==> src/rtl/baud_gen_pkg.sv <==
package baud_gen_pkg;

  typedef enum logic {
    PRE_DIV2 = 1'b0,
    PRE_DIV3 = 1'b1
  } pre_sel_e;

endpackage

==> src/rtl/bgen_rst_sync.sv <==
module bgen_rst_sync #(
  parameter int STAGES = 2
) (
  input  logic clk,
  input  logic rst_n_i,
  output logic rst_n_o
);

  logic [STAGES-1:0] sync_q;

  always_ff @(posedge clk or negedge rst_n_i) begin
    if (!rst_n_i) sync_q <= '0;
    else          sync_q <= {sync_q[STAGES-2:0], 1'b1};
  end

  assign rst_n_o = sync_q[STAGES-1];

endmodule

==> src/rtl/bgen_reload_reg.sv <==
module bgen_reload_reg #(
  parameter int W = 16
) (
  input  logic         clk,
  input  logic         rst_n,
  input  logic         run_i,
  input  logic         wr_i,
  input  logic [W-1:0] wdata_i,
  output logic [W-1:0] reload_q_o,
  output logic [W-1:0] reload_nxt_o
);

  logic         wr_accept;
  logic [W-1:0] reload_q;

  always_comb begin
    wr_accept    = wr_i && !run_i;
    reload_nxt_o = wr_accept ? wdata_i : reload_q;
  end

  always_ff @(posedge clk or negedge rst_n) begin
    if (!rst_n)         reload_q <= '0;
    else if (wr_accept) reload_q <= wdata_i;
  end

  assign reload_q_o = reload_q;


  write_ignored_chk: assert property (@(posedge clk) disable iff (!rst_n)
    (wr_i && run_i) |=> $stable(reload_q));


  write_taken_chk: assert property (@(posedge clk) disable iff (!rst_n)
    (wr_i && !run_i) |=> (reload_q == $past(wdata_i)));

endmodule

==> src/rtl/bgen_prescaler.sv <==
module bgen_prescaler
  import baud_gen_pkg::*;
#(
  parameter int DIV_LO = 2,
  parameter int DIV_HI = 3
) (
  input  logic     clk,
  input  logic     rst_n,
  input  logic     run_i,
  input  pre_sel_e sel_i,
  output logic     ce_o
);

  localparam int CW = (DIV_HI > 2) ? $clog2(DIV_HI) : 1;

  logic [CW-1:0] pcnt_q, pcnt_d, limit;
  logic          at_limit;

  always_comb begin
    limit    = (sel_i == PRE_DIV3) ? CW'(DIV_HI - 1) : CW'(DIV_LO - 1);
    at_limit = (pcnt_q >= limit);
    ce_o     = run_i && at_limit;
    if (!run_i)       pcnt_d = '0;
    else if (at_limit) pcnt_d = '0;
    else              pcnt_d = pcnt_q + CW'(1);
  end

  always_ff @(posedge clk or negedge rst_n) begin
    if (!rst_n) pcnt_q <= '0;
    else        pcnt_q <= pcnt_d;
  end


  ce_spacing_chk: assert property (@(posedge clk) disable iff (!rst_n)
    ce_o |=> !ce_o);


  pcnt_range_chk: assert property (@(posedge clk) disable iff (!rst_n)
    pcnt_q <= CW'(DIV_HI - 1));


  pre_hold_chk: assert property (@(posedge clk) disable iff (!rst_n)
    !run_i |=> (pcnt_q == '0));

endmodule

==> src/rtl/bgen_divcnt.sv <==
module bgen_divcnt #(
  parameter int W = 16
) (
  input  logic         clk,
  input  logic         rst_n,
  input  logic         run_i,
  input  logic         ce_i,
  input  logic [W-1:0] reload_q_i,
  input  logic [W-1:0] reload_nxt_i,
  output logic         tick_o
);

  logic [W-1:0] cnt_q, cnt_d;
  logic         tick_q, tick_d, terminal;

  always_comb begin
    terminal = (cnt_q == '0);
    tick_d   = run_i && ce_i && terminal;
    if (!run_i)        cnt_d = reload_nxt_i;
    else if (!ce_i)    cnt_d = cnt_q;
    else if (terminal) cnt_d = reload_q_i;
    else               cnt_d = cnt_q - W'(1);
  end

  always_ff @(posedge clk or negedge rst_n) begin
    if (!rst_n) begin
      cnt_q  <= '0;
      tick_q <= 1'b0;
    end else begin
      cnt_q  <= cnt_d;
      tick_q <= tick_d;
    end
  end

  assign tick_o = tick_q;


  tick_pulse_chk: assert property (@(posedge clk) disable iff (!rst_n)
    tick_q |=> !tick_q);


  halt_no_tick_chk: assert property (@(posedge clk) disable iff (!rst_n)
    !run_i |=> !tick_q);


  cnt_bound_chk: assert property (@(posedge clk) disable iff (!rst_n)
    run_i |-> (cnt_q <= reload_q_i));

endmodule

==> src/rtl/baud_tick_gen.sv <==
module baud_tick_gen
  import baud_gen_pkg::*;
#(
  parameter int RELOAD_W    = 16,
  parameter int DIV_LO      = 2,
  parameter int DIV_HI      = 3,
  parameter int SYNC_STAGES = 2
) (
  input  logic                clk,
  input  logic                rst_n,
  input  logic                run_en,
  input  logic                pre_sel,
  input  logic                frac_en,
  input  logic                reload_wr,
  input  logic [RELOAD_W-1:0] reload_wdata,
  output logic [RELOAD_W-1:0] reload_value,
  output logic                tick
);

  logic                rst_l;
  logic                ce;
  logic [RELOAD_W-1:0] reload_q, reload_nxt;

  bgen_rst_sync #(.STAGES(SYNC_STAGES)) u_rst (
    .clk     (clk),
    .rst_n_i (rst_n),
    .rst_n_o (rst_l)
  );

  bgen_reload_reg #(.W(RELOAD_W)) u_reload (
    .clk          (clk),
    .rst_n        (rst_l),
    .run_i        (run_en),
    .wr_i         (reload_wr),
    .wdata_i      (reload_wdata),
    .reload_q_o   (reload_q),
    .reload_nxt_o (reload_nxt)
  );

  bgen_prescaler #(.DIV_LO(DIV_LO), .DIV_HI(DIV_HI)) u_pre (
    .clk   (clk),
    .rst_n (rst_l),
    .run_i (run_en),
    .sel_i (pre_sel_e'(pre_sel)),
    .ce_o  (ce)
  );

  bgen_divcnt #(.W(RELOAD_W)) u_cnt (
    .clk          (clk),
    .rst_n        (rst_l),
    .run_i        (run_en),
    .ce_i         (ce),
    .reload_q_i   (reload_q),
    .reload_nxt_i (reload_nxt),
    .tick_o       (tick)
  );

  assign reload_value = reload_q;


  frac_no_write_chk: assert property (@(posedge clk) disable iff (!rst_l)
    (run_en && reload_wr && frac_en) |=> $stable(reload_value));


  reset_quiet_chk: assert property (@(posedge clk)
    !rst_l |-> (!tick && reload_value == '0));

endmodule

==> config.mk <==
export PLATFORM = sky130hd
export DESIGN_NAME = baud_tick_gen
export DESIGN_NICKNAME = d
export VERILOG_FILES = /design/src/rtl/baud_gen_pkg.sv /design/src/rtl/bgen_rst_sync.sv /design/src/rtl/bgen_reload_reg.sv /design/src/rtl/bgen_prescaler.sv /design/src/rtl/bgen_divcnt.sv /design/src/rtl/baud_tick_gen.sv
export SDC_FILE = /design/constraint.sdc
export NUM_CORES = 1
export LEC_CHECK = 0
export BUFFER_PORTS_ARGS = -buffer_cell sky130_fd_sc_hd__buf_2
export CAP_MARGIN = 20
export CORE_MARGIN = 4
export CORE_UTILIZATION = 50
export DETAILED_ROUTE_END_ITERATION = 7
export PLACE_DENSITY_LB_ADDON = 0.2
export RECOVER_POWER = 100
export SYNTH_ARGS = -nofsm -noshare
export SYNTH_HDL_FRONTEND = slang
export SYNTH_SLANG_ARGS = --single-unit
export TNS_END_PERCENT = 100
==> constraint.sdc <==
create_clock -name clk -period 1.2 [get_ports clk]
set_clock_uncertainty 0.1 [all_clocks]
set_input_delay 0.12 -clock clk [delete_from_list [all_inputs] [get_ports clk]]
set_output_delay 0.12 -clock clk [all_outputs]
set_load 0.005 [all_outputs]
=== After elaboration in Yosys (flattened, before gate mapping) ===
Index checks and enable logic that the tools add are counted.

* Flip-flop bits (word level): 37
* Bits of input ports: 22
* Logic and storage cells: 22

* $add $sub $neg: 2
* Order comparisons: 1
* Equality and inequality tests: 1
* Muxes and demuxes: 7
* Reductions and logical operators: 6

{| class="wikitable"
|+ Operators by type and width
! operator !! count
|-
| 16-bit two-way mux || 4
|-
| 16-bit zero test || 1
|-
| 16-bit by 1-bit subtractor with 16-bit output (second input constant) || 1
|-
| 2-bit two-way mux || 3
|-
| 1-bit logical AND || 4
|-
| 2-bit by 1-bit adder with 2-bit output (second input constant) || 1
|-
| 2-bit >= comparator || 1
|-
| 2-bit by 1-bit != test with 1-bit output (second input constant) || 1
|-
| 1-bit zero test || 1
|}

=== Longest topological paths before layout ===
Gate-level depths: netlist (run 1).

* Word-level depth: 5
* Gate-level depth with buffers: 7
* Mapped depth without buffers: 6

=== Hierarchy ===
From an unflattened synthesis (run 1), not the netlist that was laid out.

* Cells, all modules: 211
* Area total of the unflattened synthesis: 2,167.1 µm²

{| class="wikitable"
|+ By module, submodules not included
! module !! times used !! cells each !! area each (µm²) !! sequential area each (µm²)
|-
| bgen_divcnt || 1 || 159 || 1,300.0 || 425.4
|-
| bgen_reload_reg || 1 || 35 || 663.1 || 400.4
|-
| bgen_prescaler || 1 || 14 || 150.1 || 50.0
|-
| bgen_rst_sync || 1 || 3 || 53.8 || 50.0
|}

=== Worst setup path after synthesis (run 1) ===
Ideal clock, no wire load.

* Path type: flip-flop to flip-flop
* Start point: register u_cnt.cnt_q[8]
* End point: register u_cnt.cnt_q[13]
* Library setup time: 0.092 ns
* Arrival time: 2.107 ns
* Required time: 1.008 ns
* Setup slack: -1.099 ns
* Cell stages (with the launch flop): 7
* Path buffers: 2
* Clock period less this slack: 2.299 ns
* Cells stage by stage: dfrtp_1 or4_1 buf_2 or4_4 buf_6 and3_4 o31ai_2

* Cells in the longest elaborated chain, start to end: 4
* Elaborated cells between the ends (all ways): 5
* Classes of those cells: 1 x add/sub; 3 x mux; 1 x reduce/logical

{| class="wikitable"
|+ RTL lines
! item !! line !! RTL
|-
| start, declared || bgen_divcnt.sv:13 || <nowiki>logic [W-1:0] cnt_q, cnt_d;</nowiki>
|-
| start signal, assigned || bgen_divcnt.sv:30 || <nowiki>cnt_q <= cnt_d;</nowiki>
|-
| 16-bit by 1-bit subtractor with 16-bit output or 16-bit zero test (tied branches) || bgen_divcnt.sv:22, bgen_divcnt.sv:17 ||
|-
| 16-bit two-way mux * || bgen_divcnt.sv:21 || <nowiki>else if (terminal) cnt_d = reload_q_i;</nowiki>
|-
| 16-bit two-way mux * || bgen_divcnt.sv:20 || <nowiki>else if (!ce_i) cnt_d = cnt_q;</nowiki>
|-
| 16-bit two-way mux * || bgen_divcnt.sv:19 || <nowiki>if (!run_i) cnt_d = reload_nxt_i;</nowiki>
|}

Mark *: on every way between the ends. The rest lies on a longest branch, timed or not. The select of a mux whose other input is x is not followed.
A chain may end at the register's enable or synchronous reset.

=== Worst setup path in the final report (run 1) ===
* Start point: register u_cnt.cnt_q[0]
* End point: register u_cnt.cnt_q[9]

Same word-level chain as after synthesis.

==> results.md, run 1 <==
| Group | Result | Value |
|:---|:---|:---|
| clock tree | Maximum clock path buffer count | 2 |
| pwr | Power per cell area | 1442 nW/um2 |
| finish | Fraction of final layout cells sized beyond drive strength 1 | 43.21% |
| timing | Worst-margin pin slew | 0.5088 ns |
| clock tree | CTS clock-pin slew for the worst setup and hold paths | 0.07 ns |
| clock tree | Inserted Clock Buffers | 5 |
| global route | Gr ovfl total | 0 |
| timing | RSZ-0062 raised after global routing | true |
| critical path | Req. time, crit path | 1.31 ns |
| global route | Number of antenna violations at the first check in global routing | 0 |
| die | Die Area | 5533 um2 |
| pwr | Portion of total power attributed to sequential cells | 34.7% |
| detailed routing | Number of iterations in the first detailed-routing pass | 8 |
| synth | Portion of the post-synthesis area used by sequential elements | 42.02% |
| synth | Portion of synthesized cell area occupied by the leading cell type | 42.02% |
| synth | Count of state elements after synthesis | 37 |
| detailed routing | ANT nets after route | 0 |
| detailed routing | Wire length reported by the detailed router | 6.976 mm |
| synth | Post-synthesis instance total | 217 |
| timing | Setup Total Neg Slack | -16.76 ns |
| critical path | Arrival time of data at the critical path endpoint | 2.36 ns |
| synth | Number of enable flip-flop cells after synthesis | 0 |
| synth | Primary flip-flop cell chosen by synthesis mapping | dfrtp_1 |
| pwr | Total net switching power | 1.721 mW |
| pwr | Total Power Consumption | 4.770 mW |
| outcome | Status | complete, but fails checks |
| place | Number of port buffers | 37 |
| critical path | Category of the worst setup path capture point | flop |
| timing | Share of the clock period used by the worst path | 187.6% |
| die | Starting Density | 53.17% |
| pwr | Clock Power Share | 19.2% |
| clock tree | Latest clock arrival within the worst-skew pair | 0.29 ns |
| finish | Final standard cell count with taps included and fillers excluded | 374 |
| place | Placed Instances | 341 |
| finish | End-of-flow core utilization | 79.83% |
| finish | Syn-to-layout area delta | 50.14% |
| synth | Most frequently used cell type in the post-synthesis netlist | dfrtp_1 |
| critical path | Crit path max fanout | 6 |
| synth | Synth Warn # | 0 |
| clock tree | TritonCTS clock tree | built |
| synth | Mean instance size in the synthesized netlist | 10.15 um2 |
| synth | Syn_nets | 243 |
| detailed routing | DRC violations left | 0 |
| pwr | Combinational fraction of design power | 46.1% |
| detailed routing | Post-DR vias/cell | 5.952 |
| die | Chip Width | 74.39 um |
| global route | Via count of the first global-routing pass | 2,163 |
| outcome | Violated checks | negative setup slack |
| finish | Total Nets Final | 350 |
| finish | Register Area | 927.1 um2 |
| global route | Global-route usage over all layers | 25.46% |
| clock tree | CTS H-tree depth | 2 |
| timing | Minimum clock period | 2.251 ns |
| synth | Distinct cell type count after synthesis | 41 |
| detailed routing | DRC violation total after the first TritonRoute iteration | 239 |
| timing | Headroom to the max-slew limit | 66.08% |
| pwr | Leakage power | 1.463 nW |
| flow run | Max-capacitance violation count | 0 |
| pwr | Sw Share | 36.08% |
| timing | Maximum achievable frequency | 444.2 MHz |
| place | RePlAce Congestion | 0.8934 |
| synth | Async set-or-reset flop fraction in the synthesized netlist | 100.0% |
| synth | Area of the mapped netlist | 2203 um2 |
| synth | Synth area leaders | dfrtp_1, mux2i_1, mux2_2, nor2_1, a21oi_1 |
| global route | Global-route wire length before repair | 10.66 mm |
| pwr | Internal cell power | 3.049 mW |
| critical path | Classification of the worst setup path | flop to flop |
| hold path | HP Class | input pin to asynchronous set/reset pin |
| synth | Leading cell types by count after synthesis | dfrtp_1, nor2_1, mux2i_1 |
| pwr | Highest ir drop seen on vdd | 1.028 mV |
| timing | Hold violation total from the final report | 0 |
| timing | Max-slew violation count | 0 |
| die | Area of the core | 4144 um2 |
| die | Die outline height | 74.39 um |
| clock tree | CTS Root Cell | clkbuf_8 |
| finish | Fill cell count | 275 |
| synth | Cell type contributing the most total cell area after synthesis | dfrtp_1 |
| place | HPWL after detailed placement | 4.322 mm |
| timing | Setup slack after layout | -1.051 ns |
| clock tree | # clock sinks | 37 |
| detailed routing | Count of vias placed by the detailed router | 2,226 |
| critical path | Startpoint type of the worst setup path | flop |
| place | Worst slack at placement | -1.072 ns |
| finish | ANT cells | 0 |
| global route | Maximum number of pins on one net before global-route repair | 20 |
| detailed routing | Post-detailed-route wirelength per cell | 18.65 um |
| die | Placement row count | 23 |
| finish | Combined area of the multi-input logic cells | 1353 um2 |
| timing | Final setup violating endpoints | 19 |
| die | Number of I/O pins | 39 |
-- placed cells by master (no fill, tap or decap), types with 2 or more instances in the layout --
cell type / count
buf_4: 44
dfrtp_1: 36
nor2_1: 24
buf_2: 20
mux2i_1: 19
clkbuf_1: 17
dlygate4sd3_1: 17
mux2_2: 16
a21oi_1: 14
nor3_1: 9
buf_6: 8
or4_4: 7
o31ai_1: 6
clkbuf_8: 6
nor3_2: 5
nand2_1: 5
o31ai_2: 5
nand4_1: 4
o41ai_1: 4
ha_1: 4
buf_12: 4
inv_2: 3
xnor2_1: 3
and3_4: 3
o221ai_1: 3
clkbuf_2: 3
inv_1: 2
nor4_1: 2
a2111oi_4: 2
a211oi_1: 2
o31a_1: 2
nand3_1: 2
-- metrics by stage --
step / cell area (um2) / hold slack [ns]
final: 3308 / 0.03679
after global routing: 3308 / 0.04810
after CTS: 3243 / 0.03029
after detailed placement: 2840 / -0.1926
after global placement: 2840 / -0.1945
after floorplan: 2248 / -0.2756
-- cells by family (layout without fill, tap and decap cells) --
kind of cell             Yosys count  in the layout  share of synthesized area [%]
AND/OR/NAND/NOR                   70             73                          17.43
other                              1              1                         0.1702
adder cells (fa/ha/maj)            4              4                          2.272
XOR/XNOR                           4              4                          1.590
flip-flops                        37             37                          42.02
AO/OA/AOI/OAI                     45             45                          15.73
buffers and inverters             21            125                          3.975
multiplexers                      35             35                          16.81
-- power groups by stage --
stage	combinational, mW	sequential (mW)	clock (mW)
floorplan	0.944	1.70	0
global placement	1.75	1.65	0
detailed placement	1.79	1.66	0
CTS	2.04	1.64	0.911
global route	2.35	1.68	0.969
finish	2.20	1.66	0.915
-- path summary, 6_finish.rpt --
path	startpoint	endpoint	slack, ns	cells past startpoint
max	u_cnt.cnt_q[0]	u_cnt.cnt_q[9]	-1.05	6
min	rst_n	u_rst.sync_q[1]	0.04	2
max reg2reg	u_cnt.cnt_q[0]	u_cnt.cnt_q[9]	-1.05	6
min reg2reg	u_rst.sync_q[1]	u_cnt.cnt_q[0]	0.19	1
max in group asynchronous	u_rst.sync_q[1]	u_cnt.cnt_q[3]	0.44	1
min in group clk	run_en	u_pre.pcnt_q[0]	0.05	3
-- worst max-delay path, stage by stage, from the launching register on --
cell and delay [ns]:
dfrtp_1 0.40, inv_2 0.07, ha_1 0.12, or4b_4 0.51, or4_4 0.57, and3_4 0.22
o31ai_4 0.16
-- routing by layer --
layer | up-vias | track usage [%] | share of wire [%]
li1 | 1033 | - | -
met3 | 14 | 5.541 | 6.1
met1 | 1083 | 31.64 | 41
met4 | 0 | 7.510 | 1.3
met2 | 96 | 44.29 | 52
met5 | - | 0 | 0
-- final cells by class --
type	instances	share of cell area, %
clock buffers	7	2.610
inverters	5	0.5673
multi-input cells	162	40.89
flip-flops and latches	37	28.03
well taps	50	1.891
repair buffers	113	26.02
-- state kept, by name, summed over array words and instances (netlist names) --
signal / count
u_cnt.cnt_q: 16
u_rst.sync_q: 2
u_cnt.tick_o: 1
u_pre.pcnt_q: 2
u_reload.reload_q_o: 16
-- what timing repair did --
item,4_1_cts,5_1_grt
hold buffers,17,0
resized for setup,22,15
hold endpoints to repair,18,0
pin swaps,14,8
buffers inserted,3,3
endpoints found under the setup margin,19,19
cloned,3,0
(Power assumes the default switching activity.)
==> inputs of run 2 (changes only) <==
Settings changed: RECOVER_POWER 100 to default.
==> results.md, run 2 (synthesis gave the netlist of run 1 again) <==
| Group | Result | Value | Delta |
|:---|:---|:---|:---|
| clock tree | Inserted Clock Buffers | 5 | unchanged |
| outcome | Status | complete, but fails checks |  |
| global route | Maximum number of pins on one net before global-route repair | 20 | unchanged |
| timing | Smallest hold slack | 0.03238 ns | -0.004409 ns |
| die | Chip Width | 74.39 um | unchanged |
| die | Area of the core | 4144 um2 | unchanged |
| finish | Register Area | 927.1 um2 | unchanged |
| finish | End-of-flow core utilization | 80.43% | +0.60 points |
| detailed routing | Post-DR vias/cell | 5.987 | +0.58% |
| timing | Worst-margin pin slew | 0.5415 ns | +0.03265 ns |
| pwr | Internal cell power | 3.062 mW | +0.44% |
| pwr | Portion of total power attributed to sequential cells | 34.6% | about the same |
| place | HPWL after detailed placement | 4.322 mm | unchanged |
| clock tree | CTS Root Cell | clkbuf_8 |  |
| place | Number of port buffers | 37 | unchanged |
| flow run | Max-capacitance violation count | 0 | unchanged |
| global route | Global-route usage over all layers | 25.46% | unchanged |
| finish | Combined area of the multi-input logic cells | 1353 um2 | unchanged |
| clock tree | Latest clock arrival within the worst-skew pair | 0.29 ns | about the same |
| outcome | Violated checks | negative setup slack |  |
| die | Die Area | 5533 um2 | unchanged |
| finish | Total Nets Final | 350 | unchanged |
| pwr | Power per cell area | 1437 nW/um2 | -0.36% |
| critical path | Classification of the worst setup path | flop to flop |  |
| place | Worst slack at placement | -1.072 ns | unchanged |
| finish | Fill cell count | 261 | -5.1% |
| detailed routing | ANT nets after route | 0 | unchanged |
| timing | Setup Total Neg Slack | -16.74 ns | +0.01680 ns |
| detailed routing | Wire length reported by the detailed router | 7.006 mm | +0.43% |
| detailed routing | Post-detailed-route wirelength per cell | 18.73 um | +0.43% |
| critical path | Startpoint type of the worst setup path | flop |  |
| finish | Leading cell types in the layout, fill and taps excluded | buf_4, buf_2, dfrtp_1 |  |
| die | Starting Density | 53.17% | unchanged |
| pwr | Leakage power | 1.511 nW | +3.2% |
| detailed routing | Count of vias placed by the detailed router | 2,239 | +0.58% |
| finish | Fraction of final layout cells sized beyond drive strength 1 | 48.15% | +4.9 points |
| detailed routing | DRC violations left | 0 | unchanged |
| clock tree | TritonCTS clock tree | built |  |
| die | Placement row count | 23 | unchanged |
| timing | Minimum clock period | 2.248 ns | -0.003530 ns |
| pwr | Highest ir drop seen on vdd | 1.029 mV | about the same |
| critical path | Category of the worst setup path capture point | flop |  |
| pwr | Combinational fraction of design power | 46.2% | about the same |
| timing | Max-slew violation count | 0 | unchanged |
| detailed routing | Number of iterations in the first detailed-routing pass | 5 | -3 |
| finish | Most common cell after layout, fill and taps aside | buf_4 |  |
| clock tree | CTS clock-pin slew for the worst setup and hold paths | 0.07 ns | about the same |
| finish | Syn-to-layout area delta | 51.28% |  |
| critical path | Arrival time of data at the critical path endpoint | 2.36 ns | about the same |
| detailed routing | DRC violation total after the first TritonRoute iteration | 250 | +4.6% |
| critical path | Crit path max fanout | 6 | unchanged |
| timing | Setup slack after layout | -1.048 ns | +0.003530 ns |
| pwr | Sw Share | 36.05% | about the same |
| timing | Headroom to the max-slew limit | 63.57% | -2.5 points |
| global route | Number of antenna violations at the first check in global routing | 0 | unchanged |
| timing | Share of the clock period used by the worst path | 187.3% | -0.29 points |
| timing | RSZ-0062 raised after global routing | true |  |
| global route | Via count of the first global-routing pass | 2,163 | unchanged |
| global route | Global-route wire length before repair | 10.66 mm | unchanged |
| die | Number of I/O pins | 39 | unchanged |
| critical path | Req. time, crit path | 1.31 ns | about the same |
| pwr | Clock Power Share | 19.2% | about the same |
| timing | Maximum achievable frequency | 444.9 MHz | +0.16% |
| timing | Final setup violating endpoints | 19 | unchanged |
| place | RePlAce Congestion | 0.8934 | unchanged |
| finish | ANT cells | 0 | unchanged |
| clock tree | Maximum clock path buffer count | 2 | unchanged |
| pwr | Total net switching power | 1.726 mW | +0.32% |
| timing | Hold violation total from the final report | 0 | unchanged |
| global route | Gr ovfl total | 0 | unchanged |
| hold path | HP Class | input pin to asynchronous set/reset pin |  |
| die | Die outline height | 74.39 um | unchanged |
| clock tree | CTS H-tree depth | 2 | unchanged |
| clock tree | # clock sinks | 37 | unchanged |
## run 2: power by group through the flow
stage | sequential, mW | combinational, mW | clock (mW)
final | 1.66 | 2.21 | 0.917
after global routing | 1.68 | 2.37 | 0.969
after CTS | 1.64 | 2.04 | 0.911
after detailed placement | 1.66 | 1.79 | 0
after global placement | 1.65 | 1.75 | 0
after floorplan | 1.70 | 0.944 | 0
## run 2: final cells by class
cell class	instances	area share, %
multi-input combinational	162	40.58
sequential	37	27.82
timing repair buffer	113	26.58
clock buffer	7	2.590
tap	50	1.877
inverter	5	0.5631
## run 2: what timing repair did
action,CTS,global route
hold endpoints to repair,18,0
setup buffers,3,3
cloned,3,0
gates resized for setup,22,15
setup endpoints to repair,19,19
pin swaps,14,8
hold buffers,17,0
## run 2: worst paths after layout
path | from | slack [ns] | depth (start not counted) | end
worst max-delay path | u_cnt.cnt_q[0] | -1.05 | 6 | u_cnt.cnt_q[9]
worst min register to register | u_rst.sync_q[1] | 0.12 | 1 | u_cnt.cnt_q[0]
worst min-delay path | rst_n | 0.03 | 2 | u_rst.sync_q[1]
worst max register to register | u_cnt.cnt_q[0] | -1.05 | 6 | u_cnt.cnt_q[9]
max in group asynchronous | u_rst.sync_q[1] | 0.65 | 1 | u_cnt.cnt_q[3]
min in group clk | run_en | 0.06 | 3 | u_pre.pcnt_q[0]
## run 2: layer usage
| metal | up-vias | routed length (um) | GRT usage (%) |
|---|---|---|---|
| li1 | 1034 | - | - |
| met1 | 1074 | 2918 | 31.64 |
| met2 | 104 | 3562 | 44.29 |
| met3 | 27 | 375 | 5.541 |
| met4 | 0 | 150 | 7.510 |
| met5 | - | 0 | 0 |
## run 2: metrics by stage
stage	cells	area (um2)	total power, mW
floorplan	217	2248	2.644
global route	374	3333	5.015
finish	374	3333	4.789
detailed placement	341	2840	3.453
global placement	341	2840	3.400
CTS	371	3243	4.593
## run 2: worst max-delay path: stages (launching register included)
cell,delay [ns]
dfrtp_1,0.41
inv_2,0.07
ha_1,0.12
or4b_4,0.51
or4_4,0.57
and3_4,0.22
o31ai_4,0.16
==> inputs of run 3 (changes only) <==
Settings changed: BUFFER_PORTS_ARGS -buffer_cell sky130_fd_sc_hd__buf_2 to -buffer_cell sky130_fd_sc_hd__buf_4, SYNTH_HIERARCHICAL from default to 1.
==> results.md, run 3 <==
| Group | Result | Value | Delta |
|:---|:---|:---|:---|
| pwr | Leakage power | 1.511 nW | about the same |
| synth | Most frequently used cell type in the post-synthesis netlist | dfrtp_1 |  |
| pwr | Highest ir drop seen on vdd | 0.9130 mV | -11% |
| flow run | Max-capacitance violation count | 0 | unchanged |
| critical path | Setup slack of the most critical reg-to-reg path | -0.75 ns | +0.30 ns |
| critical path | Cells traversed along the worst timing path | inv_2 > ha_4 > nor4b_4 > nand4_1 > buf_6 > buf_6 > mux2i_1 > a21oi_1 |  |
| die | Die Area | 5452 um2 | -1.5% |
| place | HPWL after detailed placement | 4.010 mm | -7.2% |
| timing | RSZ-0062 raised after global routing | true |  |
| clock tree | Hold-fix buffers, CTS | 8 | -9 |
| clock tree | Latest clock arrival within the worst-skew pair | 0.29 ns | about the same |
| timing | Share of the clock period used by the worst path | 162.3% | -25 points |
| synth | Portion of synthesized cell area occupied by the leading cell type | 42.73% | +0.70 points |
| global route | Gr ovfl total | 0 | unchanged |
| critical path | Worst path top cell family by delay | simple AND/OR/NAND/NOR gates |  |
| die | Area of the core | 4086 um2 | -1.4% |
| synth | Synth Warn # | 6 | +6 |
| synth | Mean instance size in the synthesized netlist | 10.27 um2 | +1.1% |
| finish | Leading cell types in the layout, fill and taps excluded | buf_4, dfrtp_1, nand2_1 |  |
| synth | Synth area leaders | dfrtp_1, mux2_4, a2bb2oi_1, o21ai_0, nand2_1 |  |
| critical path | Reg2reg start | u_cnt/cnt_q[1] |  |
| critical path | R2R cell count | 8 | +2 |
| critical path | Delay contributed by the slowest stage of the critical path | 0.42 ns | -0.15 ns |
| critical path | Startpoint type of the worst setup path | flop |  |
| outcome | Status | complete, but fails checks |  |
| place | Number of port buffers | 37 | unchanged |
| timing | Maximum achievable frequency | 513.6 MHz | +15% |
| clock tree | # clock sinks | 37 | unchanged |
| timing | Final setup violating endpoints | 18 | -1 |
| global route | Global-route wire length before repair | 10.46 mm | -1.9% |
| pwr | Power per cell area | 1401 nW/um2 | -2.5% |
| synth | Portion of the post-synthesis area used by sequential elements | 42.73% | +0.70 points |
| clock tree | CTS clock-pin slew for the worst setup and hold paths | 0.08 ns | about the same |
| timing | Smallest hold slack | -0.03089 ns | -0.06327 ns |
| global route | Via count of the first global-routing pass | 2,155 | -0.37% |
| detailed routing | Number of iterations in the first detailed-routing pass | 5 | unchanged |
| place | RePlAce Congestion | 0.9028 | +1.1% |
| critical path | Most used cell, CP | buf_6 |  |
| critical path | Number of buffer and inverter stages on the critical path | 3 | +2 |
| timing | Hold violation total from the final report | 9 | +9 |
| die | Number of I/O pins | 39 | unchanged |
| global route | Number of antenna violations at the first check in global routing | 0 | unchanged |
| place | Placed standard-cell area | 2789 um2 | -1.8% |
| die | Die outline height | 73.84 um | -0.74% |
| clock tree | TritonCTS clock tree | built |  |
| synth | Async set-or-reset flop fraction in the synthesized netlist | 100.0% | unchanged |
| die | Starting Density | 53.03% | -0.14 points |
| critical path | Crit path max fanout | 6 | unchanged |
| detailed routing | ANT nets after route | 0 | unchanged |
| critical path | Crit-path slowest cell | dfrtp_1 |  |
| finish | Register Area | 927.1 um2 | unchanged |
| critical path | Arrival time of data at the critical path endpoint | 2.03 ns | -0.33 ns |
| detailed routing | DRC violations left | 0 | unchanged |
| clock tree | CTS Root Cell | clkbuf_8 |  |
| synth | Area of the mapped netlist | 2167 um2 | -1.6% |
| timing | Minimum clock period | 1.947 ns | -0.3009 ns |
| critical path | RR Endpoint | u_cnt/cnt_q[4] |  |
| outcome | Violated checks | negative hold slack, negative setup slack |  |
| timing | Max-slew violation count | 0 | unchanged |
| clock tree | Maximum clock path buffer count | 2 | unchanged |
| global route | Maximum number of pins on one net before global-route repair | 19 | -5.0% |
| hold path | HP Class | input pin to flop |  |
| timing | Setup slack after layout | -0.7470 ns | +0.3009 ns |
| finish | Design area | 3302 um2 | -0.94% |
| critical path | Req. time, crit path | 1.28 ns | -0.03 ns |
| hold path | Min-Delay Path Depth | 2 |  |
| synth | Post-synthesis instance total | 211 | -2.8% |
| detailed routing | Count of vias placed by the detailed router | 2,148 | -4.1% |
| finish | Fill cell count | 238 | -8.8% |
| critical path | Classification of the worst setup path | flop to flop |  |
| critical path | Category of the worst setup path capture point | flop |  |
| die | Placement row count | 23 | unchanged |
| synth | Count of state elements after synthesis | 37 | unchanged |
| finish | Total Nets Final | 331 | -5.4% |
| synth | Cell type contributing the most total cell area after synthesis | dfrtp_1 |  |
| synth | Distinct cell type count after synthesis | 49 | +20% |
| clock tree | CTS H-tree depth | 2 | unchanged |
| detailed routing | Post-DR vias/cell | 6.051 | +1.1% |
| finish | ANT cells | 0 | unchanged |
| pwr | Total Power Consumption | 4.627 mW | -3.4% |
| synth | Syn_nets | 238 | -2.1% |
| detailed routing | Wire length reported by the detailed router | 6.732 mm | -3.9% |
| detailed routing | Post-detailed-route wirelength per cell | 18.96 um | +1.2% |
| hold path | Start point of the worst min-delay path | reload_wdata[10] |  |
| global route | Global-route usage over all layers | 25.14% | -0.32 points |
| timing | Setup Total Neg Slack | -11.40 ns | +5.344 ns |
| die | Chip Width | 73.84 um | -0.74% |
| synth | Number of enable flip-flop cells after synthesis | 0 | unchanged |
| hold path | Endpoint of the worst hold-timing path | u_reload/reload_q_o[10] |  |
| clock tree | Inserted Clock Buffers | 5 | unchanged |
| synth | Primary flip-flop cell chosen by synthesis mapping | dfrtp_1 |  |
| detailed routing | DRC violation total after the first TritonRoute iteration | 198 | -21% |
| finish | Most common cell after layout, fill and taps aside | buf_4 |  |
| finish | Syn-to-layout area delta | 52.37% |  |
| finish | Fraction of final layout cells sized beyond drive strength 1 | 48.85% | +0.70 points |
| finish | Combined area of the multi-input logic cells | 1344 um2 | -0.65% |
| synth | Leading cell types by count after synthesis | dfrtp_1, o21ai_0, nand2_1 |  |
## run 3: cell count changes after synthesis, moves of 4 or more
cell / before / now
mux2_2: 16 / 6
nand2_1: 6 / 18
o21ai_1: 0 / 5
nor3_1: 14 / 6
a21oi_1: 14 / 2
clkbuf_1: 14 / 10
o31ai_2: 5 / 0
a2bb2oi_1: 0 / 12
mux2i_1: 19 / 4
o21ai_0: 0 / 19
nor2_1: 26 / 8
mux2_4: 0 / 10
## run 3: logic make-up (layout without fill, tap and decap cells)
group	count (synthesis)	count (layout)	share of synthesized area, %
fa+ha+maj	5	5	2.887
buf+inv	21	114	5.196
xor+xnor	3	3	1.213
simple gates	65	66	17.09
other cells	1	1	0.1730
flops	37	37	42.73
compound gates	59	59	18.82
mux	20	20	11.89
## run 3: per-stage QoR
step	cells	hold WS (ns)	setup WS [ns]	utilization [%]
after detailed placement	329	-0.1961	-0.7591	68.25
after floorplan	211	-0.2756	-0.6662	-
after global routing	355	-0.03766	-0.7789	80.80
after CTS	353	-0.03213	-0.6644	79.00
final	355	-0.03089	-0.7470	80.80
after global placement	329	-0.1975	-0.7360	68.25
## run 3: area by class of cell
cell class	count	share of cell area (%)
clock buffers	7	2.615
clock inverters	1	0.9094
inverters	6	0.6821
multi-input cells	154	40.70
flip-flops and latches	37	28.08
well taps	50	1.895
repair buffers	100	25.12
## run 3: worst max-delay path by stage
| stage | startpoint | end | slack [ns] | depth (start not counted) |
|---|---|---|---|---|
| global placement | u_cnt/cnt_q[1] | u_cnt/cnt_q[5] | -0.74 | 5 |
| finish | u_cnt/cnt_q[1] | u_cnt/cnt_q[4] | -0.75 | 8 |
| floorplan | u_cnt/cnt_q[6] | u_cnt/cnt_q[8] | -0.67 | 5 |
| global route | u_cnt/cnt_q[0] | u_cnt/cnt_q[4] | -0.78 | 8 |
| detailed placement | u_cnt/cnt_q[0] | u_cnt/cnt_q[4] | -0.76 | 9 |
| CTS | u_cnt/cnt_q[1] | u_cnt/cnt_q[12] | -0.66 | 6 |
## run 3: power breakdown
group | internal [mW] | total [mW] | switching, mW
clock network | 0.678 | 1.15 | 0.468
logic | 1.02 | 1.83 | 0.807
registers | 1.45 | 1.65 | 0.206
## run 3: per-layer routing
metal  part of all wire [%]  vias to the layer above  track usage, %
met5                      0                        -               0
met4                    1.8                        0           9.054
met3                    6.2                       17           5.198
met2                     50                      106           42.81
met1                     42                     1046           31.24
li1                       -                      979               -
## run 3: what timing repair did
item,CTS,global route
buffers inserted,8,3
resized for setup,40,16
setup endpoints to repair,18,18
pin swaps,13,9
gates cloned,2,1
endpoints found under the hold margin,18,9
